===== config.mk =====
export PLATFORM = sky130hd
export DESIGN_NAME = wdt_toggle_channel
export DESIGN_NICKNAME = d
export VERILOG_FILES = /design/src/rtl/wdt_pkg.sv /design/src/rtl/wdt_tick_src.sv /design/src/rtl/wdt_count_core.sv /design/src/rtl/wdt_pin_ctrl.sv /design/src/rtl/wdt_toggle_channel.sv
export SDC_FILE = /design/constraint.sdc
export NUM_CORES = 1
export LEC_CHECK = 0
export BUFFER_PORTS_ARGS = -buffer_cell sky130_fd_sc_hd__buf_2
export CORE_MARGIN = 1.5
export CORE_UTILIZATION = 47
export DETAILED_ROUTE_END_ITERATION = 8
export MAX_ROUTING_LAYER = met4
export PLACE_DENSITY = 0.63
export SYNTH_ARGS = -nofsm -noshare
export SYNTH_HDL_FRONTEND = slang
export SYNTH_SLANG_ARGS = --single-unit

===== constraint.sdc =====
create_clock -name clk -period 5.34 [get_ports clk]
set_input_delay 1.335 -clock clk [delete_from_list [all_inputs] [get_ports clk]]
set_output_delay 1.335 -clock clk [all_outputs]
set_load 0.01 [all_outputs]

===== src/rtl/wdt_pkg.sv =====
package wdt_pkg;

    localparam int CNT_W   = 24;
    localparam int ADDR_W  = 2;
    localparam int MODE_W  = 4;
    localparam int HOLD_CYC = 3;

    localparam logic [MODE_W-1:0] MODE_TOGGLE = 4'b1010;

    localparam logic [ADDR_W-1:0] A_CTRL    = 2'd0;
    localparam logic [ADDR_W-1:0] A_RELOAD  = 2'd1;
    localparam logic [ADDR_W-1:0] A_COMPARE = 2'd2;
    localparam logic [ADDR_W-1:0] A_COUNT   = 2'd3;

    localparam int CMP_FLAG_BIT = 16;
    localparam int OVF_FLAG_BIT = 17;
    localparam int CTRL_BITS    = 10;

    typedef struct packed {
        logic              ovf_ie;
        logic              cmp_ie;
        logic              invert;
        logic              reload_mode;
        logic              src_ext;
        logic              enable;
        logic [MODE_W-1:0] mode;
    } ctrl_t;

    function automatic logic mode_reserved(input logic [MODE_W-1:0] m);
        return (m == 4'd8) || (m >= 4'd11);
    endfunction

    function automatic logic ctrl_runs(input ctrl_t c);
        return c.enable && (c.mode == MODE_TOGGLE);
    endfunction

endpackage


===== src/rtl/wdt_tick_src.sv =====
module wdt_tick_src (
    input  logic clk,
    input  logic rst,
    input  logic src_ext,
    input  logic pre_tick,
    output logic tick
);
    logic half_q;

    always_ff @(posedge clk) begin
        if (rst) half_q <= 1'b0;
        else     half_q <= ~half_q;
    end

    assign tick = src_ext ? pre_tick : half_q;
endmodule


===== src/rtl/wdt_count_core.sv =====
module wdt_count_core #(
    parameter int CNT_W = wdt_pkg::CNT_W
) (
    input  logic             clk,
    input  logic             rst,
    input  logic             run,
    input  logic             start,
    input  logic             tick,
    input  logic             reload_wr,
    input  logic [CNT_W-1:0] wr_value,
    input  logic [CNT_W-1:0] reload_val,
    input  logic [CNT_W-1:0] compare_val,
    input  logic             reload_mode,
    output logic [CNT_W-1:0] cnt,
    output logic             load_now,
    output logic             cmp_evt,
    output logic             ovf_evt
);
    localparam logic [CNT_W-1:0] ALL_ONES = '1;

    logic [CNT_W-1:0] cnt_q;
    logic [CNT_W-1:0] nxt;
    logic             first_q;
    logic             step;

    assign load_now = first_q || (reload_mode && (cnt_q == compare_val));
    assign nxt      = load_now ? reload_val : cnt_q + 1'b1;
    assign step     = run && tick && !reload_wr;
    assign cmp_evt  = step && (nxt == compare_val);
    assign ovf_evt  = step && !load_now && (cnt_q == ALL_ONES);

    always_ff @(posedge clk) begin
        if (rst) begin
            cnt_q   <= '0;
            first_q <= 1'b0;
        end else if (start) begin
            cnt_q   <= '0;
            first_q <= 1'b1;
        end else if (run && reload_wr) begin
            cnt_q   <= wr_value;
            first_q <= 1'b0;
        end else if (step) begin
            cnt_q   <= nxt;
            first_q <= 1'b0;
        end
    end

    assign cnt = cnt_q;
endmodule


===== src/rtl/wdt_pin_ctrl.sv =====
module wdt_pin_ctrl #(
    parameter int HOLD_CYC = wdt_pkg::HOLD_CYC
) (
    input  logic clk,
    input  logic rst,
    input  logic start,
    input  logic invert,
    input  logic ovf_evt,
    output logic pin,
    output logic drive
);
    localparam int HW = $clog2(HOLD_CYC + 1);

    logic [HW-1:0] hold_q;
    logic          pin_q;
    logic          drv_q;

    // The pin keeps its level for HOLD_CYC reset edges. Three whole cycles
    // stand in for a hold of two and a half internal cycles.
    always_ff @(posedge clk) begin
        if (rst) begin
            if (hold_q != HW'(HOLD_CYC)) begin
                hold_q <= hold_q + 1'b1;
            end else begin
                pin_q <= 1'b0;
                drv_q <= 1'b0;
            end
        end else begin
            hold_q <= '0;
            if (start) begin
                pin_q <= invert;
                drv_q <= 1'b1;
            end else if (ovf_evt) begin
                pin_q <= ~pin_q;
            end
        end
    end

    assign pin   = pin_q;
    assign drive = drv_q;
endmodule


===== src/rtl/wdt_toggle_channel.sv =====
module wdt_toggle_channel #(
    parameter int CNT_W    = wdt_pkg::CNT_W,
    parameter int HOLD_CYC = wdt_pkg::HOLD_CYC
) (
    input  logic             clk,
    input  logic             rst,
    input  logic             pre_tick,
    input  logic             wr_en,
    input  logic [1:0]       wr_addr,
    input  logic [CNT_W-1:0] wr_data,
    input  logic [1:0]       rd_addr,
    output logic [CNT_W-1:0] rd_data,
    output logic             pin_out,
    output logic             pin_drive,
    output logic             irq_cmp,
    output logic             irq_ovf
);
    import wdt_pkg::*;

    ctrl_t            ctrl_q;
    ctrl_t            ctrl_new;
    logic [CNT_W-1:0] reload_q;
    logic [CNT_W-1:0] compare_q;
    logic             cmp_flag_q;
    logic             ovf_flag_q;

    logic             ctrl_wr;
    logic             reload_wr;
    logic             compare_wr;
    logic             running;
    logic             start;
    logic             tick;
    logic [CNT_W-1:0] cnt;
    logic             load_now;
    logic             cmp_evt;
    logic             ovf_evt;

    assign ctrl_wr    = wr_en && (wr_addr == A_CTRL);
    assign reload_wr  = wr_en && (wr_addr == A_RELOAD);
    assign compare_wr = wr_en && (wr_addr == A_COMPARE);
    assign running    = ctrl_runs(ctrl_q);

    always_comb begin
        ctrl_new = ctrl_t'(wr_data[CTRL_BITS-1:0]);
        if (mode_reserved(ctrl_new.mode)) ctrl_new.mode = ctrl_q.mode;
    end

    assign start = ctrl_wr && ctrl_runs(ctrl_new) && !running;

    always_ff @(posedge clk) begin
        if (rst) begin
            ctrl_q    <= '0;
            reload_q  <= '0;
            compare_q <= '0;
        end else begin
            if (ctrl_wr)    ctrl_q    <= ctrl_new;
            if (reload_wr)  reload_q  <= wr_data;
            if (compare_wr) compare_q <= wr_data;
        end
    end

    always_ff @(posedge clk) begin
        if (rst) begin
            cmp_flag_q <= 1'b0;
            ovf_flag_q <= 1'b0;
        end else begin
            if (cmp_evt)                              cmp_flag_q <= 1'b1;
            else if (ctrl_wr && wr_data[CMP_FLAG_BIT]) cmp_flag_q <= 1'b0;
            if (ovf_evt)                              ovf_flag_q <= 1'b1;
            else if (ctrl_wr && wr_data[OVF_FLAG_BIT]) ovf_flag_q <= 1'b0;
        end
    end

    wdt_tick_src u_tick (
        .clk      (clk),
        .rst      (rst),
        .src_ext  (ctrl_q.src_ext),
        .pre_tick (pre_tick),
        .tick     (tick)
    );

    wdt_count_core #(.CNT_W(CNT_W)) u_core (
        .clk         (clk),
        .rst         (rst),
        .run         (running),
        .start       (start),
        .tick        (tick),
        .reload_wr   (reload_wr),
        .wr_value    (wr_data),
        .reload_val  (reload_q),
        .compare_val (compare_q),
        .reload_mode (ctrl_q.reload_mode),
        .cnt         (cnt),
        .load_now    (load_now),
        .cmp_evt     (cmp_evt),
        .ovf_evt     (ovf_evt)
    );

    wdt_pin_ctrl #(.HOLD_CYC(HOLD_CYC)) u_pin (
        .clk     (clk),
        .rst     (rst),
        .start   (start),
        .invert  (ctrl_new.invert),
        .ovf_evt (ovf_evt),
        .pin     (pin_out),
        .drive   (pin_drive)
    );

    always_comb begin
        rd_data = '0;
        unique case (rd_addr)
            A_CTRL: begin
                rd_data[CTRL_BITS-1:0] = ctrl_q;
                rd_data[CMP_FLAG_BIT]  = cmp_flag_q;
                rd_data[OVF_FLAG_BIT]  = ovf_flag_q;
            end
            A_RELOAD:  rd_data = reload_q;
            A_COMPARE: rd_data = compare_q;
            default:   rd_data = cnt;
        endcase
    end

    assign irq_cmp = cmp_flag_q && ctrl_q.cmp_ie;
    assign irq_ovf = ovf_flag_q && ctrl_q.ovf_ie;
endmodule


# Word-level counts from Yosys, hierarchy flattened
# Index checks and enable logic that the tools add are counted.
# Widths: inputs -> output; s select.
[op_classes]
n_mul = 0
reduce_logical = 34
n_eq_ne = 12
addsub = 2
n_mux = 22
n_div = 0
shift = 0
order_cmp = 1
n_bitwise = 2
[op_table]
columns = ["op", "n"]
rows = [
  ["$mux 24", 3],
  ["$eq 24x24->1", 2],
  ["$pmux 6 s3", 2],
  ["$pmux 10 s3", 1],
  ["$add 24x1->24 const B", 1],
  ["$eq 24x24->1 const B", 1],
  ["$logic_and 1x1->1", 18],
  ["$mux 1", 14],
  ["$eq 4x4->1 const B", 3],
  ["$reduce_bool 2->1", 4],
  ["$pmux 2 s3", 1],
  ["$reduce_bool 3->1", 2],
  ["$eq 2x1->1 const B", 2],
  ["$eq 2x2->1 const B", 2],
  ["$ge 4x4->1 const B", 1],
  ["$logic_not 2->1", 2],
  ["$mux 4", 1],
  ["$ne 2x2->1 const B", 2],
  ["$reduce_and 2->1", 2],
  ["$logic_not 1->1", 3],
  ["$add 2x1->2 const B", 1],
  ["$logic_or 1x1->1", 2],
  ["$not 1->1", 2],
  ["$reduce_or 2->1", 1],
]
[word_totals]
ram_bits = 0
romBits = 0
in_bits = 32
out_inout_bits = 28
regBits = 90
latchBits = 0
word_cells = 90
mem_count = 0

# Logic depth before layout (Yosys ltp)
# Gate-level depths: netlist of run 1.
[depth]
depth_word = 9
ltp_mapped = 11
ltp_nobuf = 9

# Hierarchy
# From an unflattened synthesis of run 1, not the netlist that was laid out.
[hier_totals]
hier_cells = 706
area_unflattened_um2 = 5625.4
[by_module_without_submodules]
columns = ["module", "seq_area_each_um2", "cells_per_inst", "n_inst", "area_each_um2"]
rows = [
  ["wdt_toggle_channel", 1201.2, 333, 1, 2822.7],
  ["wdt_count_core", 500.5, 353, 1, 2581.2],
  ["wdt_pin_ctrl", 100.1, 17, 1, 182.7],
  ["wdt_tick_src", 20.0, 3, 1, 38.8],
]

# Least setup slack after synthesis of run 1
# Ideal clock, no wire load.
[synth_timing]
path_type = "input to output"
start = "in rd_addr[1]"
end = "out rd_data[1]"
arrival_ns = 2.602
path_buffers = 2
slack_ns = 1.403
path_stages = 3
cell_sequence = "clkbuf_1 buf_1 mux4_2"
[synth_between]
elab_chain_len = 2
[synth_rtl]
columns = ["item", "line_no", "rtl"]
rows = [
  ["from (decl)", "wdt_toggle_channel.sv:11", "input logic [1:0] rd_addr,"],
  ["$eq 2x2->1, or another cell as far along", "wdt_toggle_channel.sv:111", "unique case (rd_addr)"],
  ["$pmux 10 s3 (*)", "wdt_toggle_channel.sv:111", ""],
  ["to (decl)", "wdt_toggle_channel.sv:12", "output logic [CNT_W-1:0] rd_data,"],
]
# Mark *: on every way between the ends. The rest lies on a longest branch, timed or not.

# Worst setup path after layout of run 1
[layout_timing]
start = "in rd_addr[1]"
end = "out rd_data[23]"
[layout_between]
elab_chain_len = 2
[layout_rtl]
columns = ["item", "line_no"]
rows = [
  ["$eq 2x2->1, or another cell as far along", "wdt_toggle_channel.sv:111"],
  ["$pmux 6 s3 (*)", "wdt_toggle_channel.sv:111"],
]
# Marks and branches as above.

==> summary.md, run 1 <==
| Metric | Value |
|---|---|
| Ys async rst share | 0% |
| Adder-cell share of the synthesized area | 0.4411% |
| Complex-gate fraction of the synthesized area | 21.31% |
| Detailed Place HPWL | 14.42 mm |
| Place WS | 0.9551 ns |
| Post-Route WL | 20.28 mm |
| Post-synthesis xor/xnor area fraction | 11.03% |
| Initial antenna violation count | 0 |
| Worst-Margin Slew | 1.131 ns |
| Die W | 112.9 um |
| Static Leakage | 2.267 nW |
| Drt drc | 0 |
| Final Critical Period | 4.410 ns |
| Post-synthesis simple-gate area fraction | 22.34% |
| Root buffer cell | clkbuf_16 |
| Post-Syn Nets | 746 |
| Final cell count without fillers | 883 |
| Sequential cell area fraction in the yosys report | 32.11% |
| I/O Buffers | 59 |
| Ant. Diodes | 0 |
| Avg Inst Size Synth | 7.968 um^2 |
| TNS Setup | 0 ns |
| CP Max Fanout | 25 |
| Vias in the first global route | 5239 |
| Detail Route Antenna Nets | 0 |
| CTS resizes | 0 |
| Post-synthesis cell area | 5673 um^2 |
| DR top layer | met4 |
| Vias post-DR | 5640 |
| Top post-synthesis cells by area | dfxtp_1 31%, nand2_1 10%, xnor2_1 6.9%, a21oi_1 6.2%, mux4_2 4.8% |
| Crit-path slowest cell | nor2b_1 |
| DRT Pass-1 Iters | 5 |
| 1st-iter DRT viols | 490 |
| Post-synth top area share | 31.05% |
| Flops & latches, synth | 90 |
| Postcts setup bufs | 0 |
| TritonCTS buffer count | 9 |
| Final clock period utilization by the worst path | 82.58% |
| Crit start category | input pin |
| Clock skew after layout | 0.007658 ns |
| RePlAce Congestion | 0.9849 |
| Clock slew at reported path FFs | 0.06 ns |
| Largest family of logic cells by synthesized area | simple AND/OR/NAND/NOR gates |
| EDFF count, synth | 2 |
| Most common cell in the netlist | nand2_1 |
| Met2 routed wirelength | 9.257 mm |
| Pwr dens | 255.0 nW/um^2 |
| I/O Pins | 60 |
| Worst-path cell chain | buf_2 -> nor2b_1 -> a22o_1 -> buf_2 |
| Netlist cell types | 72 |
| Top FF cell, synth | dfxtp_1 |
| Setup ws final | 0.9302 ns |
| Row cnt | 39 |
| Status | complete, no violations |
| Largest net degree at the start of global routing | 34 |
| Core area | 11610 um^2 |
| Top post-synthesis cells by count | 157 x nand2_1, 88 x dfxtp_1, 70 x a21oi_1 |
| Post-CTS Hold Buffers | 0 |
| DIE HEIGHT | 112.9 um |
| Synthesized instance count | 712 |
| Worst EP arrival | 3.07 ns |
| Synth warn | 0 |
| Htree depth | 3 |
| Fin util | 54.31% |
| Final Max Slew Viols | 0 |
| CTS tree | done |
| Cell taking the most area after synthesis | dfxtp_1 |
| Max rail drop VDD | 0.0002021 V |
| CP most frequent cell | buf_2 |
| Max_cap viols | 0 |
| Fmax | 0.2268 GHz |
| Full die area | 12740 um^2 |
| Clk sinks | 90 |
| FILL cells | 1125 |
| Initial cell density of the core | 48.85% |
| Fraction of layout cells with a size suffix above 1 | 16.76% |
| Final hold vios | 0 |
| Clock Path Buffers | 2 |
| Crit end category | output port |
| First-pass GRT wire length | 31.36 mm |
| Met3 Routed Length | 1.348 mm |
| Crit Path Class | input pin to output port |
| Post-DR vias/cell | 6.387 |
| Slowest stage delay, CP | 0.96 ns |
| HP Class | flip-flop to flip-flop |
| RSZ-0062 raised after global routing | no |
| Grt ovf | 0 |
| Placed instance count | 867 |
| Crit path required time | 4.01 ns |
| Max_slew headroom | 24.60% |
| Mux cell area share after synthesis | 7.278% |
| WL/cell | 22.97 um |
| Final setup vio count | 0 |
| Clock Latency Late Sink | 0.36 ns |
| Overall routing resource usage | 33.64% |
| Final nets | 769 |
| P&R area growth vs syn | 11.18% |
| WL met1 | 9.278 mm |
metal layers:
metal / GRT usage, % / vias to the layer above
li1: - / 2608
met1: 46.95 / 2759
met2: 51.59 / 247
met3: 3.428 / 26
met4: 11.00 / 0
met5: - / -
path summary, 6_finish.rpt:
path                        from       endpoint  slack (ns)  cells after the start
setup / recovery      rd_addr[1]    rd_data[23]        0.93                      4
hold / removal     u_tick.half_q  u_tick.half_q        0.42                      1
setup reg to reg  u_core.cnt[14]     cmp_flag_q        1.94                      8
hold reg to reg    u_tick.half_q  u_tick.half_q        0.42                      1
power by group:
part / internal [mW] / switching [mW] / leakage [nW]
combinational: 0.0700 / 0.118 / 1.38
clock: 0.412 / 0.292 / 0.153
sequential: 0.693 / 0.0235 / 0.732
total: 1.17 / 0.434 / 2.27
metrics by stage:
stage,hold slack [ns],area (um^2),power (mW)
2_1_floorplan,0.3823,5673,0.8433
3_3_place_gp,0.4010,5988,0.9120
3_5_place_dp,0.3986,5988,0.9161
4_1_cts,0.4140,6307,1.608
5_1_grt,0.4734,6307,1.659
6_report,0.4215,6307,1.608
cells in the final DEF (no fill, tap or decap), types with 9 or more instances in the layout:
cell,n
nand4_1,18
dfxtp_1,88
buf_4,10
nand2_1,157
a222oi_1,11
a22o_1,13
mux2_2,10
clkbuf_16,9
inv_1,19
a21oi_1,70
xnor2_1,45
nand3_1,13
o21ai_0,16
nor2_1,31
xor2_1,20
mux4_2,12
o211ai_1,15
buf_2,59
area by class of cell:
type                    instances  area (um^2)  area share [%]
inverters                      19        71.32           1.131
clock inverters                 6        90.09           1.428
clock buffers                  10        229.0           3.630
repair buffers                 69        370.4           5.872
well taps                     143        178.9           2.837
multi-input cells             546         3546           56.22
flip-flops and latches         90         1822           28.88
flip-flops by register name, indices dropped and copies added, names as in the netlist:
name	count
cmp_flag_q	1
compare_q	24
ctrl_q	10
ovf_flag_q	1
reload_q	24
u_core.cnt	24
u_core.first_q	1
u_pin.drive	1
u_pin.hold_q	2
u_pin.pin	1
u_tick.half_q	1
cells by family after synthesis:
family                   count (synthesis)
adder cells (fa/ha/maj)                  2
AND/OR/NAND/NOR                        271
XOR/XNOR                                68
AO/OA/AOI/OAI                          180
flip-flops                              90
buffers and inverters                   76
multiplexers                            25
worst max-delay path, delay by kind of cell:
kind            cells  cell delay [ns]
compound gates      1             0.28
buf+inv             2             0.48
simple gates        1             0.96
Note: power is estimated with default switching activity, not from simulation.
==> run 2: changes to the inputs <==
Settings changed: ABC_AREA set to 1.
Clock period 5.34 ns to 4.3 ns, I/O delays scaled along.
==> run 2 against run 1 <==
  * The flow now finishes with violations (DRC)
  * Register-to-register slack got worse by 0.51 ns
  * Routed wire length down 8.9%
  * Sequential cell count is the same
  * Worst hold slack worse by 0.0084 ns
  * Clock power increased by 17%
  * Largest cell class unchanged
  * Design area down 0.30%
  * Clock skew fell by 0.0020 ns
==> summary.md, run 2 <==
| Metric | Value |
|---|---|
| Status | finished with violations |
| Violated checks | DRC |
| Most common cell in the netlist | nand2_1 |
| Family with the most delay on the worst path | buffers and inverters |
| Max rail drop VDD | 0.0001904 V (-5.8%) |
| Post-Syn Nets | 935 (+25%) |
| Fraction of layout cells with a size suffix above 1 | 12.41% (-4.3 points) |
| First-pass GRT wire length | 30.19 mm (-3.7%) |
| Switching power | 525.6 uW (+21%) |
| Avg Inst Size Synth | 6.246 um^2 (-22%) |
| Final cell count without fillers | 1086 (+23%) |
| Crit Path Class | input pin to output port |
| Max_cap viols | 0 (unchanged) |
| Fin util | 54.38% (+0.067 points) |
| Detailed Place HPWL | 13.06 mm (-9.5%) |
| CTS resizes | 0 (unchanged) |
| CP Max Fanout | 13 (-48%) |
| Int Power | 1.428 mW (+22%) |
| Crit path required time | 3.22 ns (-0.79 ns) |
| Synth warn | 0 (unchanged) |
| I/O Buffers | 59 (unchanged) |
| Final nets | 972 (+26%) |
| Cell taking the most area after synthesis | dfxtp_1 |
| Vias post-DR | 6199 (+9.9%) |
| Postcts setup bufs | 0 (unchanged) |
| Place WS | 0.6770 ns (-0.2781 ns) |
| Post-Route WL | 18.48 mm (-8.9%) |
| RSZ-0062 raised after global routing | no |
| Max_slew headroom | 33.36% (+8.8 points) |
| Post-synthesis cell area | 5628 um^2 (-0.79%) |
| Top post-synthesis cells by area | dfxtp_1 31%, nand2_1 17%, nand3_1 7.4%, o21ai_0 7.0%, a21oi_1 6.5% |
| P&R area growth vs syn | 11.74% |
| I/O Pins | 60 (unchanged) |
| Crit end category | output port |
| Synthesized instance count | 901 (+27%) |
| Fin area | 6289 um^2 (-0.30%) |
| Detail Route Antenna Nets | 0 (unchanged) |
| Top post-synthesis cells by count | 257 x nand2_1, 95 x inv_1, 88 x dfxtp_1 |
| 1st-iter DRT viols | 515 (+5.1%) |
| Worst-path cell chain | buf_2 -> inv_1 -> nor2_1 -> buf_4 -> inv_1 -> o22ai_1 -> a21oi_1 -> o21ai_0 -> buf_2 |
| DIE HEIGHT | 112.4 um (-0.39%) |
| Initial antenna violation count | 0 (unchanged) |
| Final clock period utilization by the worst path | 84.36% |
| Most frequent cells in the layout | 257 x nand2_1, 95 x inv_1, 88 x dfxtp_1 |
| Grt ovf | 0 (unchanged) |
| Fmax | 0.2757 GHz |
| Clock skew after layout | 0.005611 ns (-0.002046 ns) |
| Final setup vio count | 0 (unchanged) |
| Flop pwr share | 45.8% (+1.3 points) |
| FILL cells | 1215 (+8.0%) |
| Full die area | 12640 um^2 (-0.78%) |
| Htree depth | 3 (unchanged) |
| Crit-path slowest cell | inv_1 |
| DRT Pass-1 Iters | 9 (+4) |
| Top FF cell, synth | dfxtp_1 |
| Clock power frac | 42.0% (-1.8 points) |
| Placed instance count | 1070 (+23%) |
| Setup ws final | 0.6724 ns (-0.2578 ns) |
| Post-DR vias/cell | 5.708 (-11%) |
| HP Class | flip-flop to flip-flop |
| Slowest stage delay, CP | 0.44 ns (-0.52 ns) |
| Final Max Slew Viols | 0 (unchanged) |
| Core area | 11560 um^2 (-0.42%) |
| Post-CTS Hold Buffers | 0 (unchanged) |
| Netlist cell types | 41 (-43%) |
| Sequential cell area fraction in the yosys report | 32.37% (+0.26 points) |
| Placed Area | 5983 um^2 (about the same) |
| Overall routing resource usage | 31.26% (-2.4 points) |
| Worst EP arrival | 2.55 ns (-0.52 ns) |
| Clock Latency Late Sink | 0.35 ns (about the same) |
| TritonCTS buffer count | 9 (unchanged) |
| Final Power | 1.953 mW (+21%) |
| Final hold vios | 0 (unchanged) |
| Root buffer cell | clkbuf_16 |
| Clock Path Buffers | 2 (unchanged) |
| Clk sinks | 90 (unchanged) |
| Most common cell after layout, fill and taps aside | nand2_1 |
| Combinational share of power | 12.2% (+0.5 points) |
| Row cnt | 39 (unchanged) |
| Ys async rst share | 0% (unchanged) |
| Switching share of power | 26.91% (-0.054 points) |
| Largest net degree at the start of global routing | 52 (+53%) |
| Static Leakage | 2.609 nW (+15%) |
| RePlAce Congestion | 0.9291 (-5.7%) |
| EDFF count, synth | 2 (unchanged) |
| Drt drc | 3 (+3) |
| Post-synth top area share | 31.30% (+0.25 points) |
| Clock slew at reported path FFs | 0.06 ns (about the same) |
| CP Buf/Inv Count | 5 (+3) |
| CTS tree | done |
| Die W | 112.4 um (-0.39%) |
| Worst hold margin | 0.4131 ns (-0.008381 ns) |
| WL/cell | 17.01 um (-26%) |
| Ant. Diodes | 0 (unchanged) |
| Flops & latches, synth | 90 (unchanged) |
| Final Critical Period | 3.628 ns |
| Crit start category | input pin |
| Initial cell density of the core | 48.66% (-0.18 points) |
| Vias in the first global route | 5920 (+13%) |
| Pwr dens | 310.6 nW/um^2 (+22%) |
| Worst-Margin Slew | 0.9985 ns (-0.1325 ns) |
| TNS Setup | 0 ns (unchanged) |
==> run 2: changes by cell type in the layout (fill, tap and decap cells not counted), moves of 12 or more <==
cell / change
nand2_1: +100
inv_1: +76
nand3_1: +68
o21ai_0: +63
xnor2_1: -40
nor2_1: +31
a31oi_1: +21
o211ai_1: -15
nand4_1: -14
a22o_1: -13
mux4_2: -12
o221ai_1: +12
==> run 2: kinds of logic (layout without fill, tap and decap cells) <==
| group | after synthesis | count (layout) | share of synthesized area [%] |
|---|---|---|---|
| AND/OR/NAND/NOR | 432 | 432 | 32.66 |
| AO/OA/AOI/OAI | 206 | 206 | 20.21 |
| buffers and inverters | 149 | 191 | 10.85 |
| flip-flops | 90 | 90 | 32.37 |
| XOR/XNOR | 21 | 21 | 3.268 |
| adder cells (fa/ha/maj) | 2 | 2 | 0.4446 |
| multiplexers | 1 | 1 | 0.2001 |
==> run 2: area by class of cell <==
cell class	count	area [um^2]	share of cell area, %
Multi-Input combinational cell	662	3211	51.05
Sequential cell	90	1822	28.97
Inverter	105	394.1	6.267
Timing Repair Buffer	70	377.9	6.009
Clock buffer	11	252.7	4.019
Tap cell	143	178.9	2.845
Clock inverter	5	52.55	0.8357
==> run 2: power by group through the flow <==
stage | Clock [mW] | Combinational (mW) | Sequential [mW]
6_report | 0.821 | 0.237 | 0.895
5_1_grt | 0.875 | 0.268 | 0.898
4_1_cts | 0.831 | 0.236 | 0.895
3_5_place_dp | 0 | 0.235 | 0.913
3_3_place_gp | 0 | 0.230 | 0.912
2_1_floorplan | 0 | 0.152 | 0.906
==> run 2: per-layer routing <==
metal / up-vias / share of wire, % / GRT usage, %
met2: 249 / 46 / 49.20
met3: 57 / 5.8 / 4.590
met1: 2858 / 44 / 38.92
met5: - / 0 / -
li1: 3035 / - / -
met4: 0 / 4.4 / 16.71
==> run 2: worst register-to-register path, stage by stage, from the launching register on <==
cell and delay (ns):
dfxtp_1 0.50, inv_2 0.10, nand2_1 0.07, nand2_1 0.05
nor2_1 0.15, nand3_1 0.12, nor2_2 0.14, nand3_4 0.35
nand2_8 0.37, nand2_1 0.15, nand3_1 0.10, nand2_1 0.06
nor2_1 0.17, nand3_1 0.14, nor2_1 0.12, nand2_1 0.11
a21oi_2 0.13
==> run 2: worst paths after layout <==
check                                endpoint  cells past startpoint     startpoint  slack (ns)
worst min register to register  u_tick.half_q                      1  u_tick.half_q        0.41
worst max-delay path               rd_data[8]                      9     rd_addr[1]        0.67
worst max register to register     cmp_flag_q                     16  u_core.cnt[7]        1.43
worst min-delay path            u_tick.half_q                      1  u_tick.half_q        0.41
==> run 3: changes to the inputs <==
Clock period 4.3 ns to 3.7 ns, I/O delays scaled along.
==> run 3 against run 2 <==
  * The flow still finishes with violations (DRC)
  * Clock power increased by 14%
  * Setup slack worse by 0.28 ns
  * Non-clock buffer count grew 3
  * Sequential cell count unchanged
  * Via count is 0.23% lower
  * Largest cell class unchanged
  * Routed wire length increased by 0.91%
  * Die area is the same
  * Global-route usage decreased by 0.051 points
  * Utilization is 0.065 points higher
  * Clock skew up 0.0011 ns
  * Critical endpoint is now rd_data[13]
==> summary.md, run 3 (synthesis gave the netlist of run 2 again) <==
| Metric | Value |
|---|---|
| Status | finished with violations |
| Violated checks | DRC |
| CP Max Fanout | 17 (+4) |
| Overall routing resource usage | 31.21% (-0.051 points) |
| Max rail drop VDD | 0.0001828 V (-4.0%) |
| Root buffer cell | clkbuf_16 |
| Row cnt | 39 (unchanged) |
| Post-CTS Hold Buffers | 0 (unchanged) |
| Most frequent cells in the layout | 257 x nand2_1, 95 x inv_1, 88 x dfxtp_1 |
| R2R depth | 16 (unchanged) |
| HP Class | flip-flop to flip-flop |
| FF-to-FF setup slack | 0.88 ns (-0.55 ns) |
| Critical Path Start | rd_addr[1] |
| WHS Path Cells | 1 (unchanged) |
| Place WS | 0.4521 ns (-0.2248 ns) |
| Crit start category | input pin |
| Clock skew after layout | 0.006756 ns (+0.001145 ns) |
| Final cell count without fillers | 1089 (+0.28%) |
| Pwr dens | 358.5 nW/um^2 (+15%) |
| Initial cell density of the core | 48.66% (unchanged) |
| Final clock period utilization by the worst path | 89.26% |
| Flop pwr share | 46.0% (+0.2 points) |
| Max_slew headroom | 35.67% (+2.3 points) |
| Full die area | 12640 um^2 (unchanged) |
| Final nets | 975 (+0.31%) |
| FILL cells | 1210 (-0.41%) |
| Core area | 11560 um^2 (unchanged) |
| RePlAce Congestion | 0.9440 (+1.6%) |
| Worst-Margin Slew | 0.9639 ns (-0.03465 ns) |
| Detailed Place HPWL | 13.31 mm (+1.9%) |
| Static Leakage | 2.614 nW (+0.21%) |
| DRT Pass-1 Iters | 9 (unchanged) |
| Combinational share of power | 12.3% (about the same) |
| Final hold vios | 0 (unchanged) |
| WHS Endpoint | u_tick.half_q |
| Setup ws final | 0.3974 ns (-0.2750 ns) |
| Placed instance count | 1073 (+0.28%) |
| Vias in the first global route | 5883 (-0.63%) |
| Grt ovf | 0 (unchanged) |
| WL/cell | 17.12 um (+0.63%) |
| DIE HEIGHT | 112.4 um (unchanged) |
| CTS resizes | 0 (unchanged) |
| TNS Setup | 0 ns (unchanged) |
| Area of the multi-input gates | 3211 um^2 (unchanged) |
| Final Critical Period | 3.303 ns |
| Hold_sp | u_tick.half_q |
| Htree depth | 3 (unchanged) |
| Clock slew at reported path FFs | 0.07 ns (about the same) |
| I/O Buffers | 59 (unchanged) |
| Final Power | 2.257 mW (+16%) |
| First-pass GRT wire length | 29.92 mm (-0.91%) |
| Final setup vio count | 0 (unchanged) |
| Clk sinks | 90 (unchanged) |
| 1st-iter DRT viols | 626 (+22%) |
| TritonCTS buffer count | 9 (unchanged) |
| Vias post-DR | 6185 (-0.23%) |
| Reg2reg end | cmp_flag_q |
| Largest net degree at the start of global routing | 51 (-1.9%) |
| CTS tree | done |
| Clock power frac | 41.6% (-0.4 points) |
| Postcts setup bufs | 0 (unchanged) |
| Reg2Reg Launch Point | u_core.cnt[10] |
| Detail Route Antenna Nets | 0 (unchanged) |
| Switching share of power | 27.10% (+0.19 points) |
| Die W | 112.4 um (unchanged) |
| FF+latch area | 1822 um^2 (unchanged) |
| Worst EP arrival | 2.38 ns (-0.17 ns) |
| Clock Latency Late Sink | 0.35 ns (about the same) |
| Initial antenna violation count | 0 (unchanged) |
| Fmax | 0.3028 GHz |
| Int Power | 1.646 mW (+15%) |
| Max_cap viols | 0 (unchanged) |
| Switching power | 611.7 uW (+16%) |
| Crit end category | output port |
| Clock Path Buffers | 2 (unchanged) |
| Post-Route WL | 18.65 mm (+0.91%) |
| Crit path required time | 2.77 ns (-0.45 ns) |
| Post-DR vias/cell | 5.680 (-0.50%) |
| Most common cell after layout, fill and taps aside | nand2_1 |
| P&R area growth vs syn | 11.87% |
| RSZ-0062 raised after global routing | no |
| Fraction of layout cells with a size suffix above 1 | 12.37% (-0.039 points) |
| Final Max Slew Viols | 0 (unchanged) |
| Ant. Diodes | 0 (unchanged) |
| Crit Path Class | input pin to output port |
| I/O Pins | 60 (unchanged) |
| Drt drc | 3 (unchanged) |
## run 3: layout make-up
class / count / share of cell area, %
clock inverters: 3 / 0.6359
multi-input cells: 662 / 50.99
well taps: 143 / 2.842
clock buffers: 13 / 3.975
inverters: 105 / 6.260
flip-flops and latches: 90 / 28.93
repair buffers: 73 / 6.359
## run 3: how the worst max path moves through the flow
stage	end	slack, ns	cells past startpoint
global placement	rd_data[20]	0.53	6
global route	rd_data[2]	0.31	7
detailed placement	rd_data[15]	0.45	6
floorplan	rd_data[1]	1.03	7
finish	rd_data[13]	0.40	6
CTS	rd_data[15]	0.45	6
## run 3: power groups by stage
stage	Clock, mW	Sequential (mW)	Combinational, mW
2_1_floorplan	0	1.05	0.177
3_3_place_gp	0	1.06	0.269
3_5_place_dp	0	1.06	0.276
4_1_cts	0.946	1.04	0.277
5_1_grt	0.989	1.04	0.311
6_report	0.939	1.04	0.279
## run 3: critical path: stages
cell and delay, ns:
buf_2 0.12, inv_1 0.10, nand2_1 0.50, buf_4 0.39, o221ai_1 0.16, buf_2 0.17
## run 3: per-layer routing
metal	track usage, %	vias to the layer above	wire [um]
li1	-	3048	-
met3	4.698	45	1213
met5	-	-	0
met2	50.10	231	8675
met4	14.94	0	643
met1	38.67	2861	8112
## run 3: metrics by stage
| stage | instance area [um^2] | hold slack, ns | util [%] |
|---|---|---|---|
| 6_report | 6296 | 0.4213 | 54.44 |
| 5_1_grt | 6296 | 0.4488 | 54.44 |
| 4_1_cts | 6296 | 0.4289 | 54.44 |
| 3_5_place_dp | 6006 | 0.4194 | 51.93 |
| 3_3_place_gp | 6006 | 0.3933 | 51.93 |
| 2_1_floorplan | 5628 | 0.3823 | - |
